## src/rtl/pdbc_pkg.sv

```systemverilog
package pdbc_pkg;

    typedef enum logic {
        DIR_TO_MASTER = 1'b0,
        DIR_TO_HOST   = 1'b1
    } xfer_dir_e;

    typedef enum logic [2:0] {
        CMD_RD      = 3'd0,
        CMD_RD_LINE = 3'd1,
        CMD_RD_MULT = 3'd2,
        CMD_WR      = 3'd3,
        CMD_WR_INV  = 3'd4
    } cmd_cls_e;

    typedef struct packed {
        logic lat_stop;
        logic line_wr_stop;
        logic err_stop;
    } stop_cause_t;

    localparam int THR_W = 9;

    function automatic logic [THR_W-1:0] thr_bytes(input logic [3:0] code);
        return (code == 4'd0) ? THR_W'(256) : {1'b0, code, 4'b0000};
    endfunction

    function automatic logic is_cache_read(input cmd_cls_e c);
        return (c == CMD_RD_LINE) || (c == CMD_RD_MULT);
    endfunction

    function automatic logic is_mem_write(input cmd_cls_e c);
        return (c == CMD_WR) || (c == CMD_WR_INV);
    endfunction

endpackage

```

## src/rtl/pdbc_enable_reg.sv

```systemverilog
module pdbc_enable_reg (
    input  logic clk,
    input  logic rst,
    input  logic active,
    input  logic master_abort,
    input  logic target_abort,
    input  logic parity_err,
    input  logic stop_on_perr,
    input  logic sw_wr,
    input  logic sw_wdata,
    output logic hw_err,
    output logic mst_en
);
    logic clear_now;

    always_comb begin
        hw_err    = master_abort | target_abort | (parity_err & stop_on_perr);
        clear_now = active & hw_err;
    end

    always_ff @(posedge clk) begin
        if (rst)
            mst_en <= 1'b1;
        else if (clear_now)
            mst_en <= 1'b0;
        else if (sw_wr)
            mst_en <= sw_wdata;
    end

    p_hw_clear_r7: assert property (@(posedge clk) disable iff (rst)
        (active && (master_abort || target_abort)) |=> !mst_en);

    p_sw_write_r8: assert property (@(posedge clk) disable iff (rst)
        (sw_wr && !active) |=> (mst_en == $past(sw_wdata)));

endmodule

```

## src/rtl/pdbc_stop_ctl.sv

```systemverilog
module pdbc_stop_ctl
    import pdbc_pkg::*;
#(
    parameter int ADDR_W = 32,
    parameter int LINE_W = 8
) (
    input  logic              clk,
    input  logic              rst,
    input  logic              active,
    input  cmd_cls_e          cmd,
    input  logic              lat_expired,
    input  logic              grant,
    input  logic [ADDR_W-1:0] addr,
    input  logic [LINE_W-1:0] line_dwords,
    input  logic              cfg_lat_line,
    input  logic              cfg_wr_line,
    input  logic              hw_err,
    output logic              stop_next,
    output logic              stop_q
);
    localparam logic [LINE_W-1:0] ONE = LINE_W'(1);

    logic [LINE_W-1:0] dw_index;
    logic [LINE_W-1:0] line_mask;
    logic [LINE_W-1:0] line_off;
    logic              line_end;
    logic              lat_hit;
    stop_cause_t       cause;

    genvar gi;
    generate
        for (gi = 0; gi < LINE_W; gi++) begin : g_idx
            assign dw_index[gi] = addr[gi+2];
        end
    endgenerate

    always_comb begin
        line_mask = line_dwords - ONE;
        line_off  = dw_index & line_mask;
        line_end  = (line_dwords == '0) || (line_off == line_mask);
        lat_hit   = lat_expired & ~grant;

        cause.lat_stop     = lat_hit &
                             ((cfg_lat_line & is_cache_read(cmd)) ? line_end : 1'b1);
        cause.line_wr_stop = cfg_wr_line & is_mem_write(cmd) & line_end;
        cause.err_stop     = hw_err;

        stop_next = active & (|cause);
    end

    always_ff @(posedge clk) begin
        if (rst)
            stop_q <= 1'b0;
        else
            stop_q <= stop_next;
    end

    p_idle_no_stop_r12: assert property (@(posedge clk) disable iff (rst)
        !active |=> !stop_q);

    p_defer_line_r5: assert property (@(posedge clk) disable iff (rst)
        (active && lat_expired && !grant && cfg_lat_line && is_cache_read(cmd)
         && !line_end && !hw_err) |=> !stop_q);

    p_immediate_r4: assert property (@(posedge clk) disable iff (rst)
        (active && lat_expired && !grant && !cfg_lat_line) |=> stop_q);

endmodule

```

## src/rtl/pdbc_req_gen.sv

```systemverilog
module pdbc_req_gen
    import pdbc_pkg::*;
#(
    parameter int FIFO_DEPTH = 512,
    parameter int LVL_W      = $clog2(FIFO_DEPTH + 1)
) (
    input  logic             clk,
    input  logic             rst,
    input  logic             active,
    input  xfer_dir_e        dir,
    input  logic [3:0]       thresh,
    input  logic [LVL_W-1:0] level,
    input  logic             allowed,
    input  logic             stop_next,
    input  logic             stop_q,
    output logic             bus_req
);
    localparam logic [LVL_W-1:0] DEPTH_V = LVL_W'(FIFO_DEPTH);

    logic [LVL_W-1:0] operand;
    logic [LVL_W-1:0] thr_v;
    logic             thr_met;
    logic             hold;
    logic             req_next;

    always_comb begin
        thr_v    = LVL_W'(thr_bytes(thresh));
        operand  = (dir == DIR_TO_HOST) ? (DEPTH_V - level) : level;
        thr_met  = (operand >= thr_v);
        req_next = active & allowed & thr_met & ~hold & ~stop_next;
    end

    always_ff @(posedge clk) begin
        if (rst) begin
            hold    <= 1'b0;
            bus_req <= 1'b0;
        end else begin
            bus_req <= req_next;
            if (stop_next)
                hold <= 1'b1;
            else if (!thr_met)
                hold <= 1'b0;
        end
    end

    p_req_not_with_stop_r10: assert property (@(posedge clk) disable iff (rst)
        !(bus_req && stop_q));

    p_no_req_unallowed_r9: assert property (@(posedge clk) disable iff (rst)
        !allowed |=> !bus_req);

    p_req_needs_thr_r2: assert property (@(posedge clk) disable iff (rst)
        !thr_met |=> !bus_req);

endmodule

```

## src/rtl/pci_dma_burst_ctl.sv

```systemverilog
module pci_dma_burst_ctl
    import pdbc_pkg::*;
#(
    parameter int FIFO_DEPTH = 512,
    parameter int ADDR_W     = 32,
    parameter int LINE_W     = 8,
    parameter int LVL_W      = $clog2(FIFO_DEPTH + 1)
) (
    input  logic              clk,
    input  logic              rst,
    input  logic [3:0]        cfg_thresh,
    input  logic              cfg_lat_stop_line,
    input  logic              cfg_wr_stop_line,
    input  logic              cfg_stop_on_perr,
    input  logic              cmd_bus_master_en,
    input  logic              cmd_io_en,
    input  logic              cmd_mem_en,
    input  logic              mst_en_wr,
    input  logic              mst_en_wdata,
    input  logic              xfer_active,
    input  logic              xfer_dir,
    input  logic [2:0]        xfer_cmd,
    input  logic [LVL_W-1:0]  fifo_level,
    input  logic              lat_expired,
    input  logic              bus_grant,
    input  logic [ADDR_W-1:0] cur_addr,
    input  logic [LINE_W-1:0] line_dwords,
    input  logic              master_abort,
    input  logic              target_abort,
    input  logic              parity_err,
    output logic              bus_req,
    output logic              burst_stop,
    output logic              mst_en,
    output logic              dma_allowed
);
    logic      hw_err;
    logic      stop_next;
    cmd_cls_e  cmd;
    xfer_dir_e dir;

    assign cmd         = cmd_cls_e'(xfer_cmd);
    assign dir         = xfer_dir_e'(xfer_dir);
    assign dma_allowed = mst_en & cmd_bus_master_en & (cmd_io_en | cmd_mem_en);

    pdbc_enable_reg u_en (
        .clk          (clk),
        .rst          (rst),
        .active       (xfer_active),
        .master_abort (master_abort),
        .target_abort (target_abort),
        .parity_err   (parity_err),
        .stop_on_perr (cfg_stop_on_perr),
        .sw_wr        (mst_en_wr),
        .sw_wdata     (mst_en_wdata),
        .hw_err       (hw_err),
        .mst_en       (mst_en)
    );

    pdbc_stop_ctl #(.ADDR_W(ADDR_W), .LINE_W(LINE_W)) u_stop (
        .clk          (clk),
        .rst          (rst),
        .active       (xfer_active),
        .cmd          (cmd),
        .lat_expired  (lat_expired),
        .grant        (bus_grant),
        .addr         (cur_addr),
        .line_dwords  (line_dwords),
        .cfg_lat_line (cfg_lat_stop_line),
        .cfg_wr_line  (cfg_wr_stop_line),
        .hw_err       (hw_err),
        .stop_next    (stop_next),
        .stop_q       (burst_stop)
    );

    pdbc_req_gen #(.FIFO_DEPTH(FIFO_DEPTH), .LVL_W(LVL_W)) u_req (
        .clk       (clk),
        .rst       (rst),
        .active    (xfer_active),
        .dir       (dir),
        .thresh    (cfg_thresh),
        .level     (fifo_level),
        .allowed   (dma_allowed),
        .stop_next (stop_next),
        .stop_q    (burst_stop),
        .bus_req   (bus_req)
    );

    p_err_stop_r11: assert property (@(posedge clk) disable iff (rst)
        (xfer_active && (master_abort || target_abort)) |=> (burst_stop && !bus_req));

endmodule

```

## config.mk

```make
export PLATFORM = sky130hd
export DESIGN_NAME = pci_dma_burst_ctl
export DESIGN_NICKNAME = d
export VERILOG_FILES = /design/src/rtl/pdbc_pkg.sv /design/src/rtl/pdbc_enable_reg.sv /design/src/rtl/pdbc_stop_ctl.sv /design/src/rtl/pdbc_req_gen.sv /design/src/rtl/pci_dma_burst_ctl.sv
export SDC_FILE = /design/constraint.sdc
export NUM_CORES = 1
export LEC_CHECK = 0
export BUFFER_PORTS_ARGS = -buffer_cell sky130_fd_sc_hd__buf_2
export CORE_ASPECT_RATIO = 0.8
export CORE_MARGIN = 8
export CORE_UTILIZATION = 25
export CTS_CLUSTER_SIZE = 28
export DETAILED_ROUTE_END_ITERATION = 12
export GPL_TIMING_DRIVEN = 0
export PLACE_DENSITY = 0.71
export SLEW_MARGIN = 20
export SYNTH_ARGS = -nofsm -noshare
export SYNTH_HDL_FRONTEND = slang
export SYNTH_SLANG_ARGS = --single-unit
```

## constraint.sdc

```tcl
create_clock -name clk -period 3.15 [get_ports clk]
set_clock_uncertainty 0.05 [all_clocks]
set_input_delay 0 -clock clk [delete_from_list [all_inputs] [get_ports clk]]
set_output_delay 0 -clock clk [all_outputs]
set_load 0.005 [all_outputs]
```

==> flow_metrics.py, run 1 <==
metrics = {
    "clock_network": {
        "clock_latency_ns": 0.21,
        "clockRootBuffer": "clkbuf_8",
        "cts_buffer_depth": 2,
        "clk_pin_slew_worst_paths_ns": 0.03,
        "numClockSinks": 4,
        "cts_buffers": 3,
        "tritoncts": "done",
        "htreeDepth": 1,
        "cts_resized": 0,
        "post_cts.repair.setup_buffers": 0,
    },
    "cells_and_area": {
        "drive_gt1_share_pct": 38.75,
        "final_util_pct": 37.47,
        "diodes": 0,
        "final_nets": 244,
        "syn2layout_area_growth_pct": 48.51,
    },
    "power": {
        "power_frac_clock_pct": 38.7,
        "pwr-share-seq_pct": 20.7,
        "power_switching_uw": 75.26,
        "powerDensity_nw_per_um2": 241.0,
        "leakage_uw": 0.0005577,
        "p_int_uw": 195.3,
        "p_sw_share_pct": 27.82,
        "power.share.combinational_pct": 40.6,
        "peakVddDrop_uv": 60.68,
    },
    "timing": {
        "fmax_ghz": 0.3854,
        "final_max_slew_viol_count": 0,
        "fin_crit_sh_pct": 82.38,
        "finalCriticalPeriod_ns": 2.595,
        "finalHoldViolCount": 0,
        "rsz0062_at_grt": "false",
        "setup_viol": 0,
        "worst_pin_slew_ns": 0.5936,
        "finalSetupTns_ns": 0,
        "max_slew_margin_pct": 59.40,
    },
    "floorplan": {
        "io_pins": 78,
        "dieWidth_um": 77.47,
        "core_um2": 2995,
        "die_y_um": 65.18,
        "die_area_um2": 5049,
        "start_util_pct": 25.23,
        "rows": 18,
    },
    "logic_synthesis": {
        "yosysMostFrequentCell": "inv_1",
        "syn-cell-area_um2": 755.7,
        "ys_types": 38,
        "synth_top_area_share_pct": 13.25,
        "async_reset_ff_share_pct": 0,
        "synth_common_cells": "inv_1 (11), ha_1 (8), nand2_1 (8)",
        "ys_seq_elements": 4,
        "yosys_warnings": 0,
        "synth-main-ff-cell": "dfxtp_1",
        "syn_avg_cell_area_um2": 7.337,
        "netlist_instances": 103,
        "synth_edf_count": 0,
        "synth_area_leader_cell": "ha_1",
        "yosys-top-cells-area": "ha_1 (13%), dfxtp_1 (11%), xnor2_1 (5.8%)",
        "yosysSeqAreaShare_pct": 10.60,
        "synth_nets": 185,
    },
    "route": {
        "ant_nets": 0,
        "drt-pass1-iter-count": 4,
        "drc": 0,
        "vias": 937,
        "routed_wl_um": 2239,
        "drtIter0Drc": 18,
        "wl_per_cell_um": 11.20,
        "avgViaCountPerCell": 4.685,
    },
    "grt": {
        "grt_pass1_wl_um": 3857,
        "track_usage_pct": 8.897,
        "overflow": 0,
        "grt_pass1_vias": 931,
        "grt_max_degree": 9,
        "antenna_found_initial": 0,
    },
    "worst_setup_path": {
        "worst_ep_required_time_ns": 3.20,
        "worstPathArrival_ns": 2.65,
        "startpoint_type": "input pin",
        "worstReg2RegStart": "u_en.mst_en$_SDFFE_PP1P_",
        "slowest_stage": "a2111oi_0",
        "rr_endpoint": "u_req.bus_req$_SDFF_PP0_",
        "reg2reg_depth": 3,
        "path_class": "input pin to register",
        "cp-end-kind": "register",
        "crit_chain": "buf_2 -> or3_1 -> or2_2 -> nand2_1 -> xnor2_1 -> ha_1 -> and3b_1 -> a221oi_1 -> a211oi_1 -> a2111oi_0 -> and4b_1",
        "reg2reg_slack_ns": 2.18,
        "slowest_delay_ns": 0.55,
        "path_max_fanout": 4,
    },
    "min_path": {
        "hold_end": "u_en.mst_en$_SDFFE_PP1P_",
        "holdCritPathClass": "input pin to register",
        "holdCritStartpoint": "xfer_active",
        "holdPathStages": 3,
    },
    "placed_design": {
        "place.gp.congestion": 0.7674,
        "io_buffer_count": 53,
        "place_hpwl_um": 2072,
    },
    "run": {
        "drv_cap": 0,
    },
    "outcome": {
        "status": "complete, no violations",
    },
}
-- power groups by stage --
stage	Combinational, uW	Clock (uW)	Sequential [uW]
finish	110	105	56.1
global route	126	114	56.6
CTS	111	108	56.2
detailed placement	110	0	56.9
global placement	107	0	56.9
floorplan	57.4	0	56.8
-- layer usage --
metal	up-vias	wire, um	GRT usage (%)
met5	-	0	0
met4	0	18	2.817
met3	2	124	2.861
met2	25	1054	14.38
met1	407	1042	11.03
li1	503	-	-
-- state kept, by name (all words and copies together), names as in the netlist --
register,cells
u_req.hold,1
u_stop.stop_q,1
u_req.bus_req,1
u_en.mst_en,1
-- final cells by class --
cell class / count / area, um^2
Buffer: 1 / 3.754
Clock buffer: 3 / 41.29
Fill cell: 319 / 1873
Inverter: 11 / 41.29
Multi-Input combinational cell: 87 / 630.6
Sequential cell: 4 / 80.08
Tap cell: 40 / 50.05
Timing Repair Buffer: 54 / 275.3
-- cells by family (layout without fill, tap and decap cells) --
logic type,count (synthesis),after routing,synth area share [%]
AO/OA/AOI/OAI,28,28,25.33
XOR/XNOR,8,8,9.272
adder cells (fa/ha/maj),8,8,13.25
buffers and inverters,12,69,5.960
flip-flops,4,4,10.60
multiplexers,1,1,1.986
AND/OR/NAND/NOR,42,42,33.61
-- stage by stage --
step	hold slack [ns]	cell area [um^2]	cells	worst slack [ns]	total power [uW]
global route	0.05767	1122	200	0.2896	297.3
detailed placement	0.1587	1071	196	0.2560	166.8
finish	0.03970	1122	200	0.5550	270.5
CTS	0.03851	1122	200	0.4794	275.8
floorplan	0.05274	755.7	103	0.7403	114.2
global placement	0.1586	1071	196	0.3018	164.3
-- worst max-delay path: cells and delay by family --
family,cells,cell delay [ns]
XOR/XNOR,1,0.11
buffers and inverters,1,0.11
AND/OR/NAND/NOR,5,1.26
AO/OA/AOI/OAI,3,0.90
adder cells (fa/ha/maj),1,0.26
-- how the worst max path moves through the flow --
stage	start	to	cells after the start
floorplan	fifo_level[3]	u_req.bus_req$_SDFF_PP0_	10
global placement	fifo_level[3]	u_req.bus_req$_SDFF_PP0_	11
detailed placement	fifo_level[3]	u_req.bus_req$_SDFF_PP0_	11
CTS	fifo_level[3]	u_req.bus_req$_SDFF_PP0_	11
global route	fifo_level[3]	u_req.bus_req$_SDFF_PP0_	11
finish	fifo_level[3]	u_req.bus_req$_SDFF_PP0_	11
-- layout by cell type (no fill, tap or decap), drive strengths merged, types with 3 or more instances in the layout --
master,n
a21oi,7
buf,53
clkbuf,4
dfxtp,4
ha,8
inv,11
nand2,8
nand2b,3
nor2,5
o21ai,7
or2,3
or3,6
or4,5
xnor2,5
xor2,3
-- timing repair --
action,4_1_cts,5_1_grt
endpoints found under the hold margin,1,0
hold buffers,1,0
endpoints found under the setup margin,0,0
No activity file was read; power rests on OpenSTA's default activity.
==> inputs of run 2 (changes only) <==
--- a/config.mk
+++ b/config.mk
@@ -5,6 +5,7 @@
 export SDC_FILE = /design/constraint.sdc
 export NUM_CORES = 1
 export LEC_CHECK = 0
+export ABC_AREA = 1
 export BUFFER_PORTS_ARGS = -buffer_cell sky130_fd_sc_hd__buf_2
 export CORE_ASPECT_RATIO = 0.8
 export CORE_MARGIN = 8
@@ -12,7 +13,7 @@
 export CTS_CLUSTER_SIZE = 28
 export DETAILED_ROUTE_END_ITERATION = 12
 export GPL_TIMING_DRIVEN = 0
-export PLACE_DENSITY = 0.71
+export PLACE_DENSITY = 0.68
 export SLEW_MARGIN = 20
 export SYNTH_ARGS = -nofsm -noshare
 export SYNTH_HDL_FRONTEND = slang
==> constraint.sdc (replaced) <==
create_clock -name clk -period 2.4 [get_ports clk]
set_clock_uncertainty 0.05 [all_clocks]
set_input_delay 0 -clock clk [delete_from_list [all_inputs] [get_ports clk]]
set_output_delay 0 -clock clk [all_outputs]
set_load 0.005 [all_outputs]
==> run 2 against run 1 <==
  * Synthesized area increased by 16%
  * Global-route usage fell by 0.63 points
  * Sequential cell count is the same
  * Register-to-register slack got worse by 0.68 ns
  * Sequential share of layout area down 0.70 points
  * Non-clock buffer count did not move
  * Synthesized cell count up 49%
  * Via count up 12%
  * Worst hold slack got worse by 0.0097 ns
  * Combinational power up 51%
  * Setup slack better by 0.10 ns
  * Wire length grew 3.8%
  * Highest routed layer unchanged
==> flow_metrics.py, run 2 <==
metrics = {
    "outcome": {
        "status": "complete, no violations",
    },
    "power": {
        "power_frac_clock_pct": 36.4,
        "powerDensity_nw_per_um2": 302.1,
        "p_int_uw": 257.1,
        "p_sw_share_pct": 31.58,
        "peakVddDrop_uv": 114.6,
        "leakage_uw": 0.0007248,
        "power_switching_uw": 118.7,
        "pwr-share-seq_pct": 19.4,
        "power.share.combinational_pct": 44.2,
    },
    "floorplan": {
        "io_pins": 78,
        "die_y_um": 68.90,
        "die_area_um2": 5659,
        "dieWidth_um": 82.13,
        "rows": 19,
        "start_util_pct": 25.73,
        "core_um2": 3400,
    },
    "timing": {
        "finalCriticalPeriod_ns": 1.740,
        "rsz0062_at_grt": "false",
        "fmax_ghz": 0.5747,
        "finalSetupTns_ns": 0,
        "fin_crit_sh_pct": 72.50,
        "finalHoldViolCount": 0,
        "setup_viol": 0,
        "final_max_slew_viol_count": 0,
        "worst_pin_slew_ns": 0.3042,
        "max_slew_margin_pct": 79.53,
    },
    "grt": {
        "overflow": 0,
        "grt_max_degree": 8,
        "grt_pass1_wl_um": 3822,
        "grt_pass1_vias": 1013,
        "antenna_found_initial": 0,
        "track_usage_pct": 8.268,
    },
    "logic_synthesis": {
        "synth_area_leader_cell": "nand2_1",
        "yosysSeqAreaShare_pct": 9.156,
        "synth-simple-area-share_pct": 41.49,
        "syn-cell-area_um2": 874.6,
        "muxShareOfSynthArea_pct": 1.288,
        "syn_avg_cell_area_um2": 5.716,
        "synth-main-ff-cell": "dfxtp_1",
        "synth_compound_area_share_pct": 14.31,
        "async_reset_ff_share_pct": 0,
        "ys_seq_elements": 4,
        "synth_top_area_share_pct": 14.16,
        "synth_nets": 235,
        "synth_common_cells": "nand2_1 (33), inv_1 (24), nand3_1 (16)",
        "netlist_instances": 153,
        "synth_edf_count": 0,
        "synth_top_family_by_area": "simple AND/OR/NAND/NOR gates",
        "yosys-top-cells-area": "nand2_1 (14%), ha_1 (11%), inv_1 (10%)",
        "ys_types": 31,
        "synth-xor-area-share_pct": 5.007,
        "yosysMostFrequentCell": "nand2_1",
        "yosys_warnings": 0,
        "synthAdderAreaFrac_pct": 11.44,
    },
    "placed_design": {
        "place.gp.congestion": 0.8193,
        "place_hpwl_um": 2149,
        "io_buffer_count": 53,
        "dpl_cell_area_um2": 1192,
    },
    "route": {
        "ant_nets": 0,
        "wl_per_cell_um": 9.222,
        "drt-pass1-iter-count": 4,
        "avgViaCountPerCell": 4.155,
        "drtIter0Drc": 26,
        "routed_wl_um": 2324,
        "drc": 0,
        "vias": 1047,
    },
    "clock_network": {
        "cts_resized": 0,
        "cts_buffer_depth": 2,
        "tritoncts": "done",
        "clockRootBuffer": "clkbuf_8",
        "clk_pin_slew_worst_paths_ns": 0.03,
        "numClockSinks": 4,
        "cts_buffers": 3,
        "htreeDepth": 1,
        "clock_latency_ns": 0.21,
    },
    "worst_setup_path": {
        "cp-end-kind": "register",
        "path_max_fanout": 3,
        "worstPathArrival_ns": 1.84,
        "crit_chain": "buf_2 -> inv_2 -> ha_1 -> nand2_1 -> o21ai_0 -> xor2_1 -> inv_1 -> ha_1 -> nand3_1 -> a21oi_1 -> nand2_1 -> a21boi_1 -> nor2_1 -> o21ai_1 -> nand2_1 -> nor2_1",
        "slowest_stage": "ha_1",
        "worst_ep_required_time_ns": 2.50,
        "slowest_delay_ns": 0.27,
        "startpoint_type": "input pin",
        "path_class": "input pin to register",
        "cp_common_cell": "nand2_1",
    },
    "cells_and_area": {
        "final_nets": 294,
        "drive_gt1_share_pct": 36.19,
        "final_area_um2": 1244,
        "layout_common_cells": "buf_2 (53), nand2_1 (33), inv_1 (24), nand3_1 (16), nor2_1 (14)",
        "nFillCells": 382,
        "layout_commonest_cell": "buf_2",
        "diodes": 0,
        "syn2layout_area_growth_pct": 42.20,
        "final_util_pct": 36.58,
    },
    "min_path": {
        "holdCritPathClass": "input pin to register",
    },
    "run": {
        "drv_cap": 0,
    },
}
==> run 2: final timing paths <==
check | slack, ns | cells after the start | startpoint | end
hold / removal | 0.03 | 4 | xfer_active | u_en.mst_en$_SDFFE_PP1P_
hold reg to reg | 0.48 | 4 | u_req.hold$_SDFFE_PP0P_ | u_req.hold$_SDFFE_PP0P_
setup / recovery | 0.66 | 16 | fifo_level[0] | u_req.bus_req$_SDFF_PP0_
setup reg to reg | 1.50 | 3 | u_en.mst_en$_SDFFE_PP1P_ | u_en.mst_en$_SDFFE_PP1P_
==> run 2: timing repair <==
| item | CTS | global route |
|---|---|---|
| endpoints found under the hold margin | 1 | 0 |
| buffers inserted | 0 | 0 |
| hold buffers | 1 | 0 |
==> run 2: power by group through the flow <==
stage / Sequential (uW) / Clock, uW / Combinational (uW)
3_5_place_dp: 73.8 / 0 / 166
6_report: 72.9 / 137 / 166
2_1_floorplan: 74.1 / 0 / 96.0
4_1_cts: 73.0 / 142 / 168
3_3_place_gp: 73.7 / 0 / 165
5_1_grt: 73.4 / 146 / 193
==> run 2: final cells by class <==
class / count / area (um^2) / share of cell area (%)
multi-input combinational: 112 / 643.1 / 51.71
timing repair buffer: 54 / 275.3 / 22.13
inverter: 36 / 147.6 / 11.87
sequential: 4 / 80.08 / 6.439
tap: 42 / 52.55 / 4.225
clock buffer: 3 / 41.29 / 3.320
buffer: 1 / 3.754 / 0.3018
==> run 2: per-layer routing <==
layer  track usage, %  vias up  routed length, um
met5                0        -                  0
met4            3.275        0                 20
met3           0.7772        2                169
met2            15.24       29               1065
met1            9.673      416               1069
li1                 -      600                  -
==> run 2: critical path: cells and delay by family <==
family          cells  cell delay, ns
buf+inv             3            0.21
compound gates      4            0.60
fa+ha+maj           2            0.45
xor+xnor            1            0.16
simple gates        6            0.42
==> run 2: cell families (layout without fill, tap and decap cells) <==
family                     after synthesis  in the layout
buffers and inverters                   37             94
xor gates and xnor gates                 5              5
and+or+nand+nor                         79             79
AOI/OAI and AO/OA                       19             19
adders and majority gates                8              8
DFF                                      4              4
muxes                                    1              1
==> run 2: through the flow <==
step	setup slack [ns]	hold WS, ns	power [uW]	std cells
6_report	0.6600	0.02998	375.7	252
5_1_grt	0.3438	0.05430	412.6	252
4_1_cts	0.6517	0.02794	383.2	252
3_5_place_dp	0.4305	0.1639	239.9	248
3_3_place_gp	0.4390	0.1673	238.4	248
2_1_floorplan	0.7427	0.03296	170.1	153
